**src/rtl/acc_wrap_pkg.sv**
```systemverilog
`timescale 1ns/1ps
package acc_wrap_pkg;

  // word index of each register inside the window (byte address bits [4:2])
  localparam logic [2:0] RIX_SRC  = 3'd0;
  localparam logic [2:0] RIX_DST  = 3'd1;
  localparam logic [2:0] RIX_CNT  = 3'd2;
  localparam logic [2:0] RIX_CTRL = 3'd3;
  localparam logic [2:0] RIX_STAT = 3'd4;

  // control / status bit positions
  localparam int CTRL_GO  = 0;
  localparam int CTRL_IEN = 1;
  localparam int STAT_BSY = 0;
  localparam int STAT_DNE = 1;

  typedef enum logic [2:0] {
    SQ_IDLE,
    SQ_ARB,
    SQ_FETCH,
    SQ_KICK,
    SQ_CALC,
    SQ_STORE
  } seq_st_t;

endpackage

```
**src/rtl/acc_wrap_regs.sv**
```systemverilog
`timescale 1ns/1ps
module acc_wrap_regs
  import acc_wrap_pkg::*;
#(
  parameter int PADDR_W = 8,
  parameter int ADDR_W  = 32,
  parameter int DATA_W  = 32,
  parameter int DEPTH   = 16,
  parameter int CNT_W   = $clog2(DEPTH + 1)
) (
  input  logic               clk,
  input  logic               rst_n,
  input  logic               psel,
  input  logic               penable,
  input  logic               pwrite,
  input  logic [PADDR_W-1:0] paddr,
  input  logic [DATA_W-1:0]  pwdata,
  output logic [DATA_W-1:0]  prdata,
  input  logic               seq_busy,
  input  logic               job_done,
  output logic [ADDR_W-1:0]  src_addr,
  output logic [ADDR_W-1:0]  dst_addr,
  output logic [CNT_W-1:0]   word_cnt,
  output logic               go_pulse,
  output logic               busy,
  output logic               done_bit,
  output logic               irq
);

  logic [ADDR_W-1:0] src_q, src_d;
  logic [ADDR_W-1:0] dst_q, dst_d;
  logic [CNT_W-1:0]  cnt_q, cnt_d;
  logic              ien_q, ien_d;
  logic              go_q, go_d;
  logic              dne_q, dne_d;
  logic              wr_acc;
  logic              in_win;
  logic [2:0]        rix;

  assign rix    = paddr[4:2];
  assign in_win = (paddr[1:0] == 2'b00) && (paddr[PADDR_W-1:5] == '0);
  assign wr_acc = psel && penable && pwrite && in_win;
  assign busy   = seq_busy || go_q;

  // next state
  always_comb begin
    src_d = src_q;
    dst_d = dst_q;
    cnt_d = cnt_q;
    ien_d = ien_q;
    go_d  = 1'b0;
    dne_d = dne_q;
    if (wr_acc) begin
      unique case (rix)
        RIX_SRC:  if (!busy) src_d = pwdata[ADDR_W-1:0];
        RIX_DST:  if (!busy) dst_d = pwdata[ADDR_W-1:0];
        RIX_CNT:  if (!busy) cnt_d = (pwdata > DATA_W'(DEPTH)) ? CNT_W'(DEPTH)
                                                               : pwdata[CNT_W-1:0];
        RIX_CTRL: begin
          ien_d = pwdata[CTRL_IEN];
          go_d  = pwdata[CTRL_GO] && !busy;
        end
        RIX_STAT: if (pwdata[STAT_DNE]) dne_d = 1'b0;
        default:  ;
      endcase
    end
    if (job_done) dne_d = 1'b1;
  end

  // registers
  always_ff @(posedge clk or negedge rst_n) begin
    if (!rst_n) begin
      src_q <= '0;
      dst_q <= '0;
      cnt_q <= '0;
      ien_q <= 1'b0;
      go_q  <= 1'b0;
      dne_q <= 1'b0;
    end else begin
      src_q <= src_d;
      dst_q <= dst_d;
      cnt_q <= cnt_d;
      ien_q <= ien_d;
      go_q  <= go_d;
      dne_q <= dne_d;
    end
  end

  // read mux
  always_comb begin
    prdata = '0;
    if (in_win) begin
      unique case (rix)
        RIX_SRC:  prdata = DATA_W'(src_q);
        RIX_DST:  prdata = DATA_W'(dst_q);
        RIX_CNT:  prdata = DATA_W'(cnt_q);
        RIX_CTRL: prdata[CTRL_IEN] = ien_q;
        RIX_STAT: begin
          prdata[STAT_BSY] = busy;
          prdata[STAT_DNE] = dne_q;
        end
        default:  prdata = '0;
      endcase
    end
  end

  assign src_addr = src_q;
  assign dst_addr = dst_q;
  assign word_cnt = cnt_q;
  assign go_pulse = go_q;
  assign done_bit = dne_q;
  assign irq      = dne_q && ien_q;

endmodule

```
**src/rtl/acc_wrap_seq.sv**
```systemverilog
`timescale 1ns/1ps
module acc_wrap_seq
  import acc_wrap_pkg::*;
#(
  parameter int ADDR_W = 32,
  parameter int DATA_W = 32,
  parameter int DEPTH  = 16,
  parameter int CNT_W  = $clog2(DEPTH + 1),
  parameter int IDX_W  = $clog2(DEPTH)
) (
  input  logic              clk,
  input  logic              rst_n,
  input  logic              go,
  input  logic [ADDR_W-1:0] src_addr,
  input  logic [ADDR_W-1:0] dst_addr,
  input  logic [CNT_W-1:0]  word_cnt,
  output logic              bus_req,
  input  logic              bus_gnt,
  output logic              mem_req,
  output logic              mem_we,
  output logic [ADDR_W-1:0] mem_addr,
  output logic [DATA_W-1:0] mem_wdata,
  input  logic [DATA_W-1:0] mem_rdata,
  input  logic              mem_ack,
  output logic              buf_we,
  output logic [IDX_W-1:0]  buf_idx,
  output logic [DATA_W-1:0] buf_wdata,
  input  logic [DATA_W-1:0] buf_rdata,
  output logic              core_go,
  input  logic              core_done,
  output logic              seq_busy,
  output logic              job_done
);

  localparam int BYTE_SH = 2;

  seq_st_t          st_q, st_d;
  logic [CNT_W-1:0] idx_q, idx_d;
  logic             last;
  logic             beat;
  logic [ADDR_W-1:0] ofs;

  assign last = (idx_q == word_cnt - CNT_W'(1));
  assign ofs  = ADDR_W'(idx_q) << BYTE_SH;
  assign beat = mem_req && mem_ack;

  // next state and outputs
  always_comb begin
    st_d      = st_q;
    idx_d     = idx_q;
    mem_req   = 1'b0;
    mem_we    = 1'b0;
    mem_addr  = src_addr + ofs;
    mem_wdata = buf_rdata;
    buf_we    = 1'b0;
    buf_idx   = idx_q[IDX_W-1:0];
    buf_wdata = mem_rdata;
    core_go   = 1'b0;
    job_done  = 1'b0;
    unique case (st_q)
      SQ_IDLE: begin
        if (go) begin
          idx_d = '0;
          if (word_cnt == '0) job_done = 1'b1;
          else                st_d     = SQ_ARB;
        end
      end
      SQ_ARB: if (bus_gnt) st_d = SQ_FETCH;
      SQ_FETCH: begin
        mem_req = bus_gnt;
        buf_we  = beat;
        if (beat) begin
          if (last) begin
            idx_d = '0;
            st_d  = SQ_KICK;
          end else begin
            idx_d = idx_q + CNT_W'(1);
          end
        end
      end
      SQ_KICK: begin
        core_go = 1'b1;
        st_d    = SQ_CALC;
      end
      SQ_CALC: if (core_done) st_d = SQ_STORE;
      SQ_STORE: begin
        mem_req  = bus_gnt;
        mem_we   = 1'b1;
        mem_addr = dst_addr + ofs;
        if (beat) begin
          if (last) begin
            idx_d    = '0;
            st_d     = SQ_IDLE;
            job_done = 1'b1;
          end else begin
            idx_d = idx_q + CNT_W'(1);
          end
        end
      end
      default: st_d = SQ_IDLE;
    endcase
  end

  // registers
  always_ff @(posedge clk or negedge rst_n) begin
    if (!rst_n) begin
      st_q  <= SQ_IDLE;
      idx_q <= '0;
    end else begin
      st_q  <= st_d;
      idx_q <= idx_d;
    end
  end

  assign seq_busy = (st_q != SQ_IDLE);
  assign bus_req  = seq_busy;

endmodule

```
**src/rtl/acc_wrap_core.sv**
```systemverilog
`timescale 1ns/1ps
module acc_wrap_core #(
  parameter int              DATA_W = 32,
  parameter int              DEPTH  = 16,
  parameter int              CNT_W  = $clog2(DEPTH + 1),
  parameter int              IDX_W  = $clog2(DEPTH),
  parameter logic [DATA_W-1:0] INC  = 32'h0001_0003
) (
  input  logic              clk,
  input  logic              rst_n,
  input  logic              go,
  input  logic [CNT_W-1:0]  word_cnt,
  input  logic              ext_we,
  input  logic [IDX_W-1:0]  ext_idx,
  input  logic [DATA_W-1:0] ext_wdata,
  output logic [DATA_W-1:0] ext_rdata,
  output logic              done
);

  logic [DATA_W-1:0] buf_q [DEPTH];
  logic              run_q, run_d;
  logic [CNT_W-1:0]  pos_q, pos_d;
  logic              wr_en;
  logic [IDX_W-1:0]  wr_idx;
  logic [DATA_W-1:0] wr_val;
  logic              at_end;

  assign at_end = (pos_q == word_cnt - CNT_W'(1));
  assign done   = run_q && at_end;

  // buffer write port: engine has it while running, sequencer otherwise
  always_comb begin
    wr_en  = ext_we || run_q;
    wr_idx = run_q ? pos_q[IDX_W-1:0] : ext_idx;
    wr_val = run_q ? (buf_q[pos_q[IDX_W-1:0]] + INC) : ext_wdata;
  end

  // engine next state
  always_comb begin
    run_d = run_q;
    pos_d = pos_q;
    if (go) begin
      run_d = 1'b1;
      pos_d = '0;
    end else if (run_q) begin
      if (at_end) run_d = 1'b0;
      else        pos_d = pos_q + CNT_W'(1);
    end
  end

  always_ff @(posedge clk or negedge rst_n) begin
    if (!rst_n) begin
      run_q <= 1'b0;
      pos_q <= '0;
    end else begin
      run_q <= run_d;
      pos_q <= pos_d;
    end
  end

  // data storage, no reset
  always_ff @(posedge clk) begin
    for (int e = 0; e < DEPTH; e++) begin
      if (wr_en && (wr_idx == IDX_W'(e))) buf_q[e] <= wr_val;
    end
  end

  assign ext_rdata = buf_q[ext_idx];

endmodule

```
**src/rtl/acc_wrap.sv**
```systemverilog
`timescale 1ns/1ps
module acc_wrap #(
  parameter int                PADDR_W = 8,
  parameter int                ADDR_W  = 32,
  parameter int                DATA_W  = 32,
  parameter int                DEPTH   = 16,
  parameter logic [DATA_W-1:0] INC     = 32'h0001_0003
) (
  input  logic               clk,
  input  logic               rst_n,
  input  logic               psel,
  input  logic               penable,
  input  logic               pwrite,
  input  logic [PADDR_W-1:0] paddr,
  input  logic [DATA_W-1:0]  pwdata,
  output logic [DATA_W-1:0]  prdata,
  output logic               irq,
  output logic               bus_req,
  input  logic               bus_gnt,
  output logic               mem_req,
  output logic               mem_we,
  output logic [ADDR_W-1:0]  mem_addr,
  output logic [DATA_W-1:0]  mem_wdata,
  input  logic [DATA_W-1:0]  mem_rdata,
  input  logic               mem_ack
);

  localparam int CNT_W  = $clog2(DEPTH + 1);
  localparam int IDX_W  = $clog2(DEPTH);
  localparam int SYNC_N = 2;

  // reset: asserted asynchronously, released on the clock
  logic [SYNC_N-1:0] rst_pipe_q;
  logic              rst_n_s;

  always_ff @(posedge clk or negedge rst_n) begin
    if (!rst_n) rst_pipe_q <= '0;
    else        rst_pipe_q <= {rst_pipe_q[SYNC_N-2:0], 1'b1};
  end
  assign rst_n_s = rst_pipe_q[SYNC_N-1];

  logic [ADDR_W-1:0] src_addr, dst_addr;
  logic [CNT_W-1:0]  word_cnt;
  logic              go_pulse, busy, done_bit, seq_busy, job_done;
  logic              buf_we, core_go, core_done;
  logic [IDX_W-1:0]  buf_idx;
  logic [DATA_W-1:0] buf_wdata, buf_rdata;

  acc_wrap_regs #(
    .PADDR_W(PADDR_W), .ADDR_W(ADDR_W), .DATA_W(DATA_W),
    .DEPTH(DEPTH), .CNT_W(CNT_W)
  ) u_regs (
    .clk(clk), .rst_n(rst_n_s),
    .psel(psel), .penable(penable), .pwrite(pwrite),
    .paddr(paddr), .pwdata(pwdata), .prdata(prdata),
    .seq_busy(seq_busy), .job_done(job_done),
    .src_addr(src_addr), .dst_addr(dst_addr), .word_cnt(word_cnt),
    .go_pulse(go_pulse), .busy(busy), .done_bit(done_bit), .irq(irq)
  );

  acc_wrap_seq #(
    .ADDR_W(ADDR_W), .DATA_W(DATA_W), .DEPTH(DEPTH),
    .CNT_W(CNT_W), .IDX_W(IDX_W)
  ) u_seq (
    .clk(clk), .rst_n(rst_n_s), .go(go_pulse),
    .src_addr(src_addr), .dst_addr(dst_addr), .word_cnt(word_cnt),
    .bus_req(bus_req), .bus_gnt(bus_gnt),
    .mem_req(mem_req), .mem_we(mem_we), .mem_addr(mem_addr),
    .mem_wdata(mem_wdata), .mem_rdata(mem_rdata), .mem_ack(mem_ack),
    .buf_we(buf_we), .buf_idx(buf_idx), .buf_wdata(buf_wdata),
    .buf_rdata(buf_rdata), .core_go(core_go), .core_done(core_done),
    .seq_busy(seq_busy), .job_done(job_done)
  );

  acc_wrap_core #(
    .DATA_W(DATA_W), .DEPTH(DEPTH), .CNT_W(CNT_W), .IDX_W(IDX_W), .INC(INC)
  ) u_core (
    .clk(clk), .rst_n(rst_n_s), .go(core_go), .word_cnt(word_cnt),
    .ext_we(buf_we), .ext_idx(buf_idx), .ext_wdata(buf_wdata),
    .ext_rdata(buf_rdata), .done(core_done)
  );

endmodule

```
**config.mk**
```make
export PLATFORM = sky130hd
export DESIGN_NAME = acc_wrap
export DESIGN_NICKNAME = d
export VERILOG_FILES = /design/src/rtl/acc_wrap_pkg.sv /design/src/rtl/acc_wrap_regs.sv /design/src/rtl/acc_wrap_seq.sv /design/src/rtl/acc_wrap_core.sv /design/src/rtl/acc_wrap.sv
export SDC_FILE = /design/constraint.sdc
export NUM_CORES = 1
export LEC_CHECK = 0
export BUFFER_PORTS_ARGS = -buffer_cell sky130_fd_sc_hd__buf_2
export CORE_MARGIN = 1
export CORE_UTILIZATION = 25
export CTS_CLUSTER_DIAMETER = 50
export DETAILED_ROUTE_END_ITERATION = 10
export GPL_TIMING_DRIVEN = 0
export PLACE_DENSITY = 0.49
export SETUP_SLACK_MARGIN = 0.1
export SLEW_MARGIN = 40
export SYNTH_ARGS = -nofsm -noshare
export SYNTH_HDL_FRONTEND = slang
export SYNTH_SLANG_ARGS = --single-unit
```
**constraint.sdc**
```tcl
create_clock -name clk -period 12.1 [get_ports clk]
set_input_delay 2.42 -clock clk [delete_from_list [all_inputs] [get_ports clk]]
set_output_delay 2.42 -clock clk [all_outputs]
set_load 0.05 [all_outputs]
```
Word level (Yosys, flattened, before mapping) --
Memory sizes are Yosys's and may differ from the RTL's. Index checks and enable logic that the tools add are counted. Widths: inputs -> output; s select.
Word-level totals: latch bits 0, output and inout bits 100, bits in read-only memories 0, logic and storage cells 238, register bits 88, bits in writable memories 512, memories 1
Memory list:
- u_core.buf_q | words 16, width 32, rd ports 2, clocked after memory_dff 0, write ports 1, line acc_wrap_core.sv:20 | logic [DATA_W-1:0] buf_q [DEPTH];
Cells by class: bitwise gates (word level) 1, multiplexer cells 119, magnitude comparators 1, shifts and indexed selects 0, equality and inequality tests 36, reduce and logical (&&, ||, !) cells 63, $add $sub $neg 6, divide/modulo/power cells 0, $mul 0
Operators with widths (count):
- $mux 32 | 18
- $reduce_or 32->1 | 15
- $pmux 30 s3 | 1
- $add 32x7->32 | 2
- $mux 1 | 64
- $mux 4 | 16
- $mux 5 | 7
- $add 32x17->32 const B | 1
- $eq 4x4->1 const B | 8
- $gt 32x5->1 const B | 1
- $logic_and 1x1->1 | 24
- $mux 3 | 8
- $pmux 3 s6 | 1
- $eq 4x3->1 const B | 4
- $reduce_and 3->1 | 5
- $eq 3x2->1 const B | 4
- $add 5x1->5 const B | 2
- $eq 5x5->1 | 2
- $ne 2x1->1 const B | 5
- $ne 2x2->1 const B | 5
- $pmux 5 s2 | 1
- $reduce_bool 2->1 | 5
- $eq 3x3->1 const B | 3
- $logic_not 3->1 | 3
- other kinds (17) | 21

Depth between registers and ports, before layout --
Gate-level depths: netlist (run 1).
word-level depth 25, mapped depth 19

By module --
A second synthesis (run 1) with hierarchy kept.
Unflattened totals: cell total of the unflattened synthesis 1866, area total of the unflattened synthesis 31189.9 µm²
Modules (own cells, without submodules):
- acc_wrap_core | area each 24941.4 µm², instances 1, cells an instance 1229
- acc_wrap_regs | area each 3601.0 µm², instances 1, cells an instance 282
- acc_wrap_seq | area each 2593.7 µm², instances 1, cells an instance 352
- acc_wrap | area each 53.8 µm², instances 1, cells an instance 3

Worst setup path before layout (run 1) --
Ideal clock, no wire load.
kind flip-flop to output port, start register u_seq.st_q[1], end output mem_addr[24], buffers on the path 4, data required time 9680 ps, data arrival time 5266 ps, slack 4414 ps, cell stages (with the launch flop) 20, path through dfrtp_1 > clkbuf_1 > nand3b_1 > inv_1 > clkbuf_1 > buf_1 > clkbuf_1 > nand2_1 > nand2_1 > ha_1 > inv_1 > fa_1 > nor2b_1 > o21ai_0 > a21boi_0 > o2111ai_1 > nor4_1 > nand2_1 > xor2_1 > mux2i_1
On the way: cells in the longest elaborated chain, start to end 2
RTL lines:
- from (decl) | line acc_wrap_seq.sv:37 | seq_st_t st_q, st_d;
- from (signal assigned) | line acc_wrap_seq.sv:110 | st_q <= st_d;
- $eq 3x3->1 | line acc_wrap_seq.sv:60 | unique case (st_q)
- $mux 32 | line acc_wrap_seq.sv:60
- to (decl) | line acc_wrap.sv:22 | output logic [ADDR_W-1:0] mem_addr,
Every way passes these cells.

Worst setup path in the final report (run 1) --
Ends and elaborated chain as after synthesis.

==> metrics.log, run 1 <==
INFO  metric initial_utilization = about 25%
INFO  metric syn_avg_cell_area = 17.2 um^2
INFO  metric multi_input_area = 0.0119 mm^2
INFO  metric cpMaxStageDelayCell = sky130_fd_sc_hd__clkbuf_1
INFO  metric timing.max_cap.violations = 0
INFO  metric htree_num_levels = 3
INFO  metric worst-slew-pin-transition = 0.902 ns
INFO  metric die_area = between 0.1 and 0.15 mm^2
INFO  metric gr-total-overflow = 0
INFO  metric vias_per_cell = 5.14
INFO  metric crit_family = buffers and inverters
INFO  metric fill_cells = approximately 12,000
INFO  metric endpoint_arrival_time_on_the_critical_path = 6.42 ns
INFO  metric synthArstFlopShare = ~15%
INFO  metric cts_buffers = between 70 and 80
INFO  metric syn-num-nets = about 1,800
INFO  metric post_synth_mux_area_share = 26.8%
INFO  metric routabilityCongestion = 0.827
INFO  metric fin_crit = between 8 and 9 ns
INFO  metric area_share_of_the_largest_cell_type_after_synthesis = between 50 and 60%
INFO  metric boundary_pin_count = between 150 and 200
INFO  metric placement_rows = 126
INFO  metric grt_setup_unrepaired = no
INFO  metric hpwl = ~73,000 um
INFO  metric clock_skew = approximately 0.060 ns
INFO  metric synth_compound_gate_area_share = a little under 4%
INFO  metric worst-setup-path-type = reg2out
INFO  metric ys_seq_elements = 600
INFO  metric cts_tree = done
INFO  metric synthDistinctLibCells = 81
INFO  metric drive_above_1_share = around 40%
INFO  metric setup_violations = 0
INFO  metric crit_path_end_kind = output pin
INFO  metric grt_first_pass_wirelength = 146,000 um
INFO  metric outcome = finished clean
INFO  metric detail_route.first_pass.iterations = 6
INFO  metric ctsResizeCount = 0
INFO  metric vdd_drop_max = approximately 0.15 mV
INFO  metric area_share_of_xor_xnor_cells_in_the_synthesized_design = under 10%
INFO  metric worst_slew_margin_rel = about two fifths
INFO  metric clock_root_buffer_master = sky130_fd_sc_hd__clkbuf_16
INFO  metric synth.yosys.seq_area_share = about three fifths
INFO  metric core_area = 0.119 mm^2
INFO  metric drt_iter0_drc = between 2,000 and 2,500
INFO  metric cts.sink_count = 600
INFO  metric post_synth_and_or_nand_nor_area_fraction = 5.77%
INFO  metric cts_setup_buffers = 0
INFO  metric p_leak = ~0.013 uW
INFO  metric synth-edff-count = 512
INFO  metric crit_required = 9.68 ns
INFO  metric detailroute.via_count = ~19,000
INFO  metric post_dp_cell_area = 0.0344 mm^2
INFO  metric die_height = approximately 350 um
INFO  metric grt.total_usage = approximately 17%
INFO  metric drt_wl_total = approximately 100,000 um
INFO  metric netlist_top_cells_count = sky130_fd_sc_hd__edfxtp_1, sky130_fd_sc_hd__mux4_2, sky130_fd_sc_hd__nor2_1
INFO  metric chipWidth = about 350 um
INFO  metric average_wire_per_cell_in_the_routed_design = around 28 um
INFO  metric synth.area.top_cells = sky130_fd_sc_hd__edfxtp_1, sky130_fd_sc_hd__mux4_2, sky130_fd_sc_hd__dfrtp_1
INFO  metric post-synth-top-count-cell = sky130_fd_sc_hd__edfxtp_1
INFO  metric postSynthCellCount = 1,746
INFO  metric critical_path_cell_list = clkbuf_1 -> nand3b_1 -> inv_1 -> clkbuf_1 -> buf_2 -> clkbuf_1 -> nand2_1 -> nand2_1 -> ha_1 -> inv_1 -> fa_1 -> nor2b_1 -> o21ai_0 -> a21boi_0 -> o2111ai_1 -> nor4_2 -> nand2_1 -> xor2_1 -> mux2i_1 -> buf_2
INFO  metric synth_top_family_by_area = multiplexers
INFO  metric drv_slew = 0
INFO  metric grt_start_max_net_pins = 40
INFO  metric cp_slowest_stage_delay = around 0.6 ns
INFO  metric cts_hold_repair.buffers = 0
INFO  metric final_tns_setup = 0 ns
INFO  metric final_hold_viol_count = 0
INFO  metric drt.antenna.violating_nets = 0
INFO  metric worst_skew_pair.late_latency = about 0.65 ns
INFO  metric yosys.area_share.adder = less than 1%
INFO  metric finalCoreUtilization = a little under a third
INFO  metric netlist.top_cell.by_area = sky130_fd_sc_hd__edfxtp_1
INFO  metric synth_flop_cell = sky130_fd_sc_hd__edfxtp_1
INFO  metric drc_errors = 0
INFO  metric ctsLongestPathBuffers = 3
INFO  metric first_global_vias = a little under 20,000
INFO  metric hold_path.class = reg2async
INFO  metric layout.nets = ~2,200
INFO  metric fin_area = between 0.03 and 0.04 mm^2
INFO  metric area.sequential = between 0.015 and 0.02 mm^2
INFO  metric fmax = approximately 110 MHz
INFO  metric antenna_cells = 0
INFO  metric timing.final.crit_share = 73.1%
INFO  metric worstPathMaxFanout = 10
INFO  metric power_density = around 280 mW/mm^2
INFO  metric area_delta_synth_final = 23.7%
INFO  metric port_buffers = between 150 and 200
INFO  metric clk_transition_reported_paths = roughly 0.06 ns
INFO  metric antenna_found_initial = 3
INFO  metric synth_area = approximately 0.03 mm^2
INFO  metric ys_warn_count = 0
INFO  metric worst_setup_path_start_kind = flop
INFO  metric path_buf_inv = 7
[logic make-up (layout without fill, tap and decap cells)]
group           Yosys count  after routing
compound gates          170            170
xor+xnor                 62             62
fa+ha+maj                10             10
buf+inv                 138            519
flops                   600            600
mux                     415            415
other cells               1              1
simple gates            350            350
[worst paths after layout]
kind / startpoint / cells past startpoint / slack [ns] / to
min: rst_pipe_q[1] / 0 / 0.23 / u_regs.src_addr[14]
min in group clk: rst_pipe_q[0] / 0 / 0.35 / rst_pipe_q[1]
max in group asynchronous: rst_n / 1 / 10.41 / rst_pipe_q[1]
max reg2reg: u_core.pos_q[2] / 10 / 7.21 / u_core.buf_q[4][31]
max: u_seq.st_q[1] / 20 / 3.26 / mem_addr[24]
min reg2reg: rst_pipe_q[1] / 0 / 0.23 / u_regs.src_addr[14]
[placed cells by master, fill, tap and decap left out, types with 21 or more instances in the layout]
master                      instances
sky130_fd_sc_hd__edfxtp_1         512
sky130_fd_sc_hd__mux4_2           264
sky130_fd_sc_hd__buf_2            195
sky130_fd_sc_hd__nand2_1           94
sky130_fd_sc_hd__nor2_1            92
sky130_fd_sc_hd__dfrtp_1           87
sky130_fd_sc_hd__clkbuf_16         82
sky130_fd_sc_hd__mux2_2            75
sky130_fd_sc_hd__a22oi_1           55
sky130_fd_sc_hd__clkbuf_1          45
sky130_fd_sc_hd__mux2i_1           45
sky130_fd_sc_hd__nand3_1           34
sky130_fd_sc_hd__xnor2_1           33
sky130_fd_sc_hd__buf_16            32
sky130_fd_sc_hd__mux4_1            30
sky130_fd_sc_hd__xor2_1            29
sky130_fd_sc_hd__clkbuf_2          27
sky130_fd_sc_hd__o21ai_0           24
sky130_fd_sc_hd__nor3_1            22
sky130_fd_sc_hd__a21oi_1           21
[stage by stage]
stage / setup slack, ns / hold slack, ns / cells / total power, uW
after global placement: 3.14 / 0.343 / 3524 / 7720
final: 3.26 / 0.231 / 3727 / 10400
after detailed placement: 3.82 / 0.240 / 3581 / 8050
after floorplan: 4.41 / 0.331 / 1746 / 6320
after CTS: 3.08 / 0.247 / 3726 / 10500
after global routing: 2.63 / 0.262 / 3727 / 10800
[routing by layer]
metal | wire [um] | vias up | part of all wire [%] | track usage [%]
met2 | 49700 | 875 | 48 | 27.7
met3 | 7840 | 160 | 7.6 | 3.18
li1 | - | 7875 | - | -
met1 | 43300 | 10258 | 42 | 22.5
met4 | 2560 | 4 | 2.5 | 4.70
met5 | 21 | - | 0.020 | 0
[state kept, by name (all words and copies together), names as in the netlist, 2 cells and up]
name             count
u_core.pos_q         5
u_regs.src_addr     32
u_regs.word_cnt      5
u_seq.idx_q          5
u_seq.st_q           3
u_core.buf_q       512
u_regs.dst_addr     32
rst_pipe_q           2
[layout make-up]
class	instances	area share [%]
Multi-Input combinational cell	1008	32.0
Tap cell	1600	5.39
Buffer	119	2.11
Inverter	19	0.192
Sequential cell	600	47.3
Clock inverter	48	1.42
Clock buffer	97	5.81
Timing Repair Buffer	236	5.81
[report_power, final]
part	switching, uW	total [uW]	internal, uW
Clock	963	2400	1430
Sequential	139	3410	3270
Combinational	2930	4620	1690
No activity file was read; power rests on OpenSTA's default activity.
==> run 2, diff against run 1 <==
Clock period 12.1 ns to 8.6 ns, I/O delays scaled along.
==> metrics.log, run 2 (synthesized netlist as in run 1, its figures left out) <==
INFO  metric drt_iter0_drc = 2,095 (-2.9%)
INFO  metric grt.total_usage = 16.8% (unchanged)
INFO  metric final_hold_viol_count = 0 (unchanged)
INFO  metric cts_hold_repair.buffers = 0 (unchanged)
INFO  metric worst-setup-path-type = reg2out
INFO  metric cts.sink_count = 600 (unchanged)
INFO  metric power_frac_clock = 23.0% (about the same)
INFO  metric fin_hold_ws = 0.230 ns (-0.000390 ns)
INFO  metric antenna_found_initial = 3 (unchanged)
INFO  metric hold_path.class = reg2async
INFO  metric die_area = 0.122 mm^2 (unchanged)
INFO  metric fmax = between 100 and 150 MHz
INFO  metric routabilityCongestion = 0.827 (unchanged)
INFO  metric grt_first_pass_wirelength = 146,000 um (unchanged)
INFO  metric timing.final.crit_share = between 90% and 100%
INFO  metric gr-total-overflow = 0 (unchanged)
INFO  metric logic_gate_share_of_total_power = 44.3% (about the same)
INFO  metric endpoint_arrival_time_on_the_critical_path = 6.21 ns (-0.21 ns)
INFO  metric port_buffers = 178 (unchanged)
INFO  metric worstPathMaxFanout = 10 (unchanged)
INFO  metric clock_root_buffer_master = sky130_fd_sc_hd__clkbuf_16
INFO  metric largest_reg_flops = 512 (unchanged)
INFO  metric clock_skew = 0.0594 ns (-0.000516 ns)
INFO  metric placement_rows = 126 (unchanged)
INFO  metric layout.nets = 2,151 (-0.046%)
INFO  metric final_cell_mix = sky130_fd_sc_hd__edfxtp_1, sky130_fd_sc_hd__mux4_2, sky130_fd_sc_hd__buf_2, sky130_fd_sc_hd__nand2_1, sky130_fd_sc_hd__nor2_1
INFO  metric vias_per_cell = 5.15 (+0.17%)
INFO  metric worst_skew_pair.late_latency = 0.65 ns (about the same)
INFO  metric power.share.switching = 38.7% (about the same)
INFO  metric post_dp_cell_area = 0.0344 mm^2 (unchanged)
INFO  metric htree_num_levels = 3 (unchanged)
INFO  metric core_area = 0.119 mm^2 (unchanged)
INFO  metric power_density = 395 mW/mm^2 (+41%)
INFO  metric cts_buffers = 79 (unchanged)
INFO  metric final_tns_setup = 0 ns (unchanged)
INFO  metric initial_utilization = 25.3% (unchanged)
INFO  metric drt.antenna.violating_nets = 0 (unchanged)
INFO  metric setup_violations = 0 (unchanged)
INFO  metric critical_path_cell_list = clkbuf_1 -> nand3b_1 -> inv_1 -> clkbuf_1 -> buf_2 -> clkbuf_2 -> nand2_1 -> nand2_1 -> ha_1 -> inv_1 -> fa_1 -> nor2b_1 -> o21ai_0 -> a21boi_0 -> o2111ai_1 -> nor4_2 -> nand2_1 -> xor2_1 -> mux2i_1 -> buf_2
INFO  metric average_wire_per_cell_in_the_routed_design = 27.7 um (-0.11%)
INFO  metric cp_slowest_stage_delay = 0.54 ns (-0.06 ns)
INFO  metric fin_area = 0.0372 mm^2 (unchanged)
INFO  metric vdd_drop_max = 0.212 mV (+40%)
INFO  metric drive_above_1_share = 39.7% (+0.066 points)
INFO  metric first_global_vias = 19,501 (unchanged)
INFO  metric grt_start_max_net_pins = 40 (unchanged)
INFO  metric ctsLongestPathBuffers = 3 (unchanged)
INFO  metric most_common_library_cell_in_the_layout_ignoring_fill_and_taps = sky130_fd_sc_hd__edfxtp_1
INFO  metric die_height = 349 um (unchanged)
INFO  metric crit_required = 6.88 ns (-2.80 ns)
INFO  metric hpwl = 73,400 um (unchanged)
INFO  metric fin_crit = roughly 7.9 ns
INFO  metric drt_wl_total = 103,000 um (-0.11%)
INFO  metric outcome = finished clean
INFO  metric net-switching-power = 5670 uW (+41%)
INFO  metric worst_setup_path_start_kind = flop
INFO  metric drv_slew = 0 (unchanged)
INFO  metric sequentialPowerShare = 32.7% (about the same)
INFO  metric cpMaxStageDelayCell = sky130_fd_sc_hd__a21boi_0
INFO  metric cts_tree = done
INFO  metric cellInternalPower = 9000 uW (+41%)
INFO  metric detail_route.first_pass.iterations = 6 (unchanged)
INFO  metric chipWidth = 349 um (unchanged)
INFO  metric cp_common_cell = sky130_fd_sc_hd__nand2_1
INFO  metric boundary_pin_count = 179 (unchanged)
INFO  metric reg_with_most_ffs = u_core.buf_q
INFO  metric clk_transition_reported_paths = 0.06 ns (about the same)
INFO  metric grt_setup_unrepaired = no
INFO  metric p_leak = 0.0126 uW (about the same)
INFO  metric detailroute.via_count = 19,204 (+0.17%)
INFO  metric worst_slew_margin_rel = 38.1% (-1.8 points)
INFO  metric area_delta_synth_final = 23.7% (unchanged)
INFO  metric crit_path_end_kind = output pin
INFO  metric drc_errors = 0 (unchanged)
INFO  metric timing.max_cap.violations = 0 (unchanged)
INFO  metric worst-slew-pin-transition = 0.928 ns (+0.0264 ns)
-- run 2: cell count changes in the layout (fill, tap and decap cells not counted), sizes merged --
| cell | before | now |
|---|---|---|
| buf | 291 | 290 |
| diode | 0 | 1 |
-- run 2: worst paths after layout --
path / slack, ns / endpoint / cells past startpoint / start
setup / recovery: 0.67 / mem_addr[24] / 20 / u_seq.st_q[1]
hold / removal: 0.23 / u_regs.src_addr[14] / 0 / rst_pipe_q[1]
setup reg to reg: 3.73 / u_core.buf_q[6][31] / 10 / u_core.pos_q[2]
hold reg to reg: 0.23 / u_regs.src_addr[14] / 0 / rst_pipe_q[1]
max in group asynchronous: 7.61 / rst_pipe_q[1] / 1 / rst_n
min in group clk: 0.35 / rst_pipe_q[1] / 0 / rst_pipe_q[0]
-- run 2: per-layer routing --
layer	vias up	wire (um)	global-route usage, %
li1	7887	-	-
met1	10237	42900	22.5
met2	912	49600	27.7
met3	164	8200	3.18
met4	4	2560	4.70
met5	-	21	0
-- run 2: power by group through the flow --
stage / Clock (uW) / Sequential [uW] / Combinational (uW)
after floorplan: 0 / 4770 / 4120
after global placement: 0 / 4870 / 6000
after detailed placement: 0 / 4850 / 6480
after CTS: 3420 / 4790 / 6510
after global routing: 3540 / 4840 / 6840
final: 3370 / 4790 / 6500
-- run 2: final cells by class --
class	count	area, um^2
well taps	1600	2000
inverters	19	71.3
flip-flops and latches	600	17600
clock buffers	97	2160
repair buffers	236	2160
multi-input cells	1008	11900
fillers	11603	81400
clock inverters	48	529
diodes	1	2.50
plain buffers	118	783
-- run 2: stage by stage --
stage | power, uW | util (%) | setup WS, ns | std cells
floorplan | 8890 | - | 1.61 | 1746
global placement | 10900 | 27.8 | 0.338 | 3524
detailed placement | 11300 | 29.1 | 1.02 | 3581
CTS | 14700 | 31.3 | 0.284 | 3726
global route | 15200 | 31.4 | 0.106 | 3726
finish | 14700 | 31.4 | 0.674 | 3727
-- run 2: critical path: cells and delay by family (launching register included) --
family | cells | cell delay (ns)
buffers and inverters | 7 | 2.11
and+or+nand+nor | 6 | 1.26
AOI/OAI and AO/OA | 3 | 0.95
adders and majority gates | 2 | 0.56
DFF | 1 | 0.37
xor gates and xnor gates | 1 | 0.16
muxes | 1 | 0.14
-- run 2: repair_timing --
item,in CTS,in global routing
hold endpoints to repair,0,0
setup buffers,0,0
resized for setup,0,2
setup endpoints to repair,0,4
==> run 3, diff against run 2 <==
Settings changed: BUFFER_PORTS_ARGS -buffer_cell sky130_fd_sc_hd__buf_2 to -buffer_cell sky130_fd_sc_hd__buf_4.
==> metrics.log, run 3 (synthesized netlist as in run 1, its figures left out) <==
INFO  metric htree_num_levels = 3 (unchanged)
INFO  metric drt.antenna.violating_nets = 0 (unchanged)
INFO  metric die_height = 349 um (unchanged)
INFO  metric final_tns_setup = 0 ns (unchanged)
INFO  metric crit_required = 6.88 ns (about the same)
INFO  metric most_common_library_cell_in_the_layout_ignoring_fill_and_taps = sky130_fd_sc_hd__edfxtp_1
INFO  metric cts_buffers = 80 (+1.3%)
INFO  metric placement_rows = 126 (unchanged)
INFO  metric p_leak = 0.0128 uW (+1.0%)
INFO  metric initial_utilization = 25.3% (unchanged)
INFO  metric grt_first_pass_wirelength = 148,000 um (+1.2%)
INFO  metric fmax = 125 MHz (-0.80%)
INFO  metric ff2ff_path_depth = 13 (+3)
INFO  metric cts_tree = done
INFO  metric worst_skew_pair.late_latency = 0.65 ns (about the same)
INFO  metric area.sequential = 0.0176 mm^2 (unchanged)
INFO  metric detail_route.first_pass.iterations = 5 (-1)
INFO  metric timing.final.crit_share = 92.9% (+0.74 points)
INFO  metric largest_reg_flops = 512 (unchanged)
INFO  metric average_wire_per_cell_in_the_routed_design = 28.0 um (+0.83%)
INFO  metric cts_setup_buffers = 0 (unchanged)
INFO  metric cts_hold_repair.buffers = 0 (unchanged)
INFO  metric drive_above_1_share = 39.5% (-0.14 points)
INFO  metric dr_wl_met2 = 50,400 um (+1.6%)
INFO  metric hold_path.class = reg2async
INFO  metric worst-slew-pin-transition = 0.888 ns (-0.0404 ns)
INFO  metric final_hold_viol_count = 0 (unchanged)
INFO  metric drv_slew = 0 (unchanged)
INFO  metric final_cell_mix = sky130_fd_sc_hd__edfxtp_1, sky130_fd_sc_hd__mux4_2, sky130_fd_sc_hd__buf_4, sky130_fd_sc_hd__nand2_1, sky130_fd_sc_hd__nor2_1
INFO  metric cts.sink_count = 600 (unchanged)
INFO  metric grt_start_max_net_pins = 42 (+5.0%)
INFO  metric drt_wl_total = 104,000 um (+0.96%)
INFO  metric timing.critical_path.to = mem_addr[24]
INFO  metric core_area = 0.119 mm^2 (unchanged)
INFO  metric first_global_vias = 19,757 (+1.3%)
INFO  metric p_total = 14,900 uW (+1.4%)
INFO  metric area_delta_synth_final = 25.8%
INFO  metric setup_violations = 0 (unchanged)
INFO  metric dr.max_layer_used = met4
INFO  metric clk_transition_reported_paths = 0.06 ns (about the same)
INFO  metric chipWidth = 349 um (unchanged)
INFO  metric layout.nets = 2,153 (+0.093%)
INFO  metric worstPathMaxFanout = 10 (unchanged)
INFO  metric clock_root_buffer_master = sky130_fd_sc_hd__clkbuf_16
INFO  metric r2r_slack = 3.71 ns (-0.02 ns)
INFO  metric vdd_drop_max = 0.200 mV (-5.5%)
INFO  metric crit_path_end_kind = output pin
INFO  metric worst-setup-path-type = reg2out
INFO  metric gr-total-overflow = 0 (unchanged)
INFO  metric worst_slew_margin_rel = 40.4% (+2.3 points)
INFO  metric reg_with_most_ffs = u_core.buf_q
INFO  metric boundary_pin_count = 179 (unchanged)
INFO  metric routabilityCongestion = 0.832 (+0.70%)
INFO  metric fin_crit = 7.99 ns (+0.0638 ns)
INFO  metric drt_iter0_drc = 1,901 (-9.3%)
INFO  metric met1Wirelength = 44,200 um (+3.0%)
INFO  metric port_buffers = 178 (unchanged)
INFO  metric antenna_found_initial = 0 (-3)
INFO  metric vias_per_cell = 5.11 (-0.89%)
INFO  metric hpwl = 74,200 um (+1.0%)
INFO  metric detailroute.via_count = 19,059 (-0.76%)
INFO  metric power_density = 394 mW/mm^2 (-0.23%)
INFO  metric timing.max_cap.violations = 0 (unchanged)
INFO  metric critical_path.startpoint = u_seq.st_q[1]
INFO  metric ctsResizeCount = 0 (unchanged)
INFO  metric ctsLongestPathBuffers = 3 (unchanged)
INFO  metric die_area = 0.122 mm^2 (unchanged)
INFO  metric grt_setup_unrepaired = no
INFO  metric fill_cells = 11,496 (-0.92%)
INFO  metric route.met3.wl = 7180 um (-12%)
INFO  metric drc_errors = 0 (unchanged)
INFO  metric outcome = finished clean
INFO  metric multi_input_area = 0.0119 mm^2 (about the same)
INFO  metric worst_setup_path_start_kind = flop
INFO  metric clock_skew = 0.0530 ns (-0.00639 ns)
INFO  metric grt.total_usage = 17.0% (+0.23 points)
INFO  metric critical_path.reg2reg.startpoint = u_core.pos_q[1]
INFO  metric crit-reg2reg-capture = u_core.buf_q[14][11]
INFO  metric endpoint_arrival_time_on_the_critical_path = 6.27 ns (+0.06 ns)
run 3: worst max-delay path, stage by stage (launching register included):
cell,delay (ns)
sky130_fd_sc_hd__dfrtp_1,0.33
sky130_fd_sc_hd__clkbuf_1,0.29
sky130_fd_sc_hd__nand3b_1,0.28
sky130_fd_sc_hd__buf_2,0.40
sky130_fd_sc_hd__buf_1,0.69
sky130_fd_sc_hd__clkbuf_2,0.52
sky130_fd_sc_hd__nand2_1,0.09
sky130_fd_sc_hd__nand2_1,0.08
sky130_fd_sc_hd__ha_1,0.17
sky130_fd_sc_hd__inv_1,0.06
sky130_fd_sc_hd__fa_1,0.40
sky130_fd_sc_hd__nor2b_1,0.12
sky130_fd_sc_hd__o21ai_0,0.11
sky130_fd_sc_hd__a21boi_0,0.53
sky130_fd_sc_hd__o2111ai_1,0.30
sky130_fd_sc_hd__nor4_2,0.56
sky130_fd_sc_hd__nand2_1,0.14
sky130_fd_sc_hd__xor2_1,0.16
sky130_fd_sc_hd__mux2i_1,0.14
sky130_fd_sc_hd__buf_4,0.22
run 3: area by class of cell:
type	instances	share of cell area (%)
Buffer	119	2.09
Multi-Input combinational cell	1008	31.5
Inverter	19	0.189
Sequential cell	600	46.5
Timing Repair Buffer	236	7.10
Tap cell	1600	5.30
Antenna cell	1	0.00662
Clock inverter	52	1.81
Clock buffer	97	5.52
run 3: worst min-delay path by stage:
stage / from / endpoint / slack [ns] / cells past startpoint
2_1_floorplan: rst_pipe_q[0] / rst_pipe_q[1] / 0.33 / 0
3_3_place_gp: rst_pipe_q[0] / rst_pipe_q[1] / 0.34 / 0
6_report: rst_pipe_q[1] / u_regs.dst_addr[14] / 0.26 / 0
5_1_grt: rst_pipe_q[1] / u_regs.dst_addr[14] / 0.29 / 0
4_1_cts: rst_pipe_q[1] / u_regs.dst_addr[14] / 0.27 / 0
3_5_place_dp: rst_pipe_q[1] / u_regs.dst_addr[14] / 0.26 / 0
run 3: routing by layer:
| metal | vias up | global-route usage [%] |
|---|---|---|
| met1 | 10200 | 23.1 |
| met2 | 827 | 28.2 |
| met3 | 151 | 2.92 |
| li1 | 7881 | - |
| met4 | 0 | 4.49 |
| met5 | - | 0 |
run 3: metrics by stage:
stage | utilization (%) | worst slack (ns) | hold WS [ns] | cells | cell area (um^2)
6_report | 31.9 | 0.610 | 0.260 | 3732 | 37800
3_3_place_gp | 28.2 | 0.363 | 0.343 | 3524 | 33400
2_1_floorplan | - | 1.61 | 0.331 | 1746 | 30000
4_1_cts | 31.9 | 0.330 | 0.273 | 3731 | 37800
3_5_place_dp | 29.5 | 1.07 | 0.264 | 3582 | 35000
5_1_grt | 31.9 | 0.183 | 0.292 | 3731 | 37800
run 3: power by group:
group	switching [uW]	internal [uW]	leakage, uW	total, uW
Sequential	195	4600	0.00582	4790
Clock	1370	2100	0.00131	3470
Combinational	4130	2490	0.00564	6620
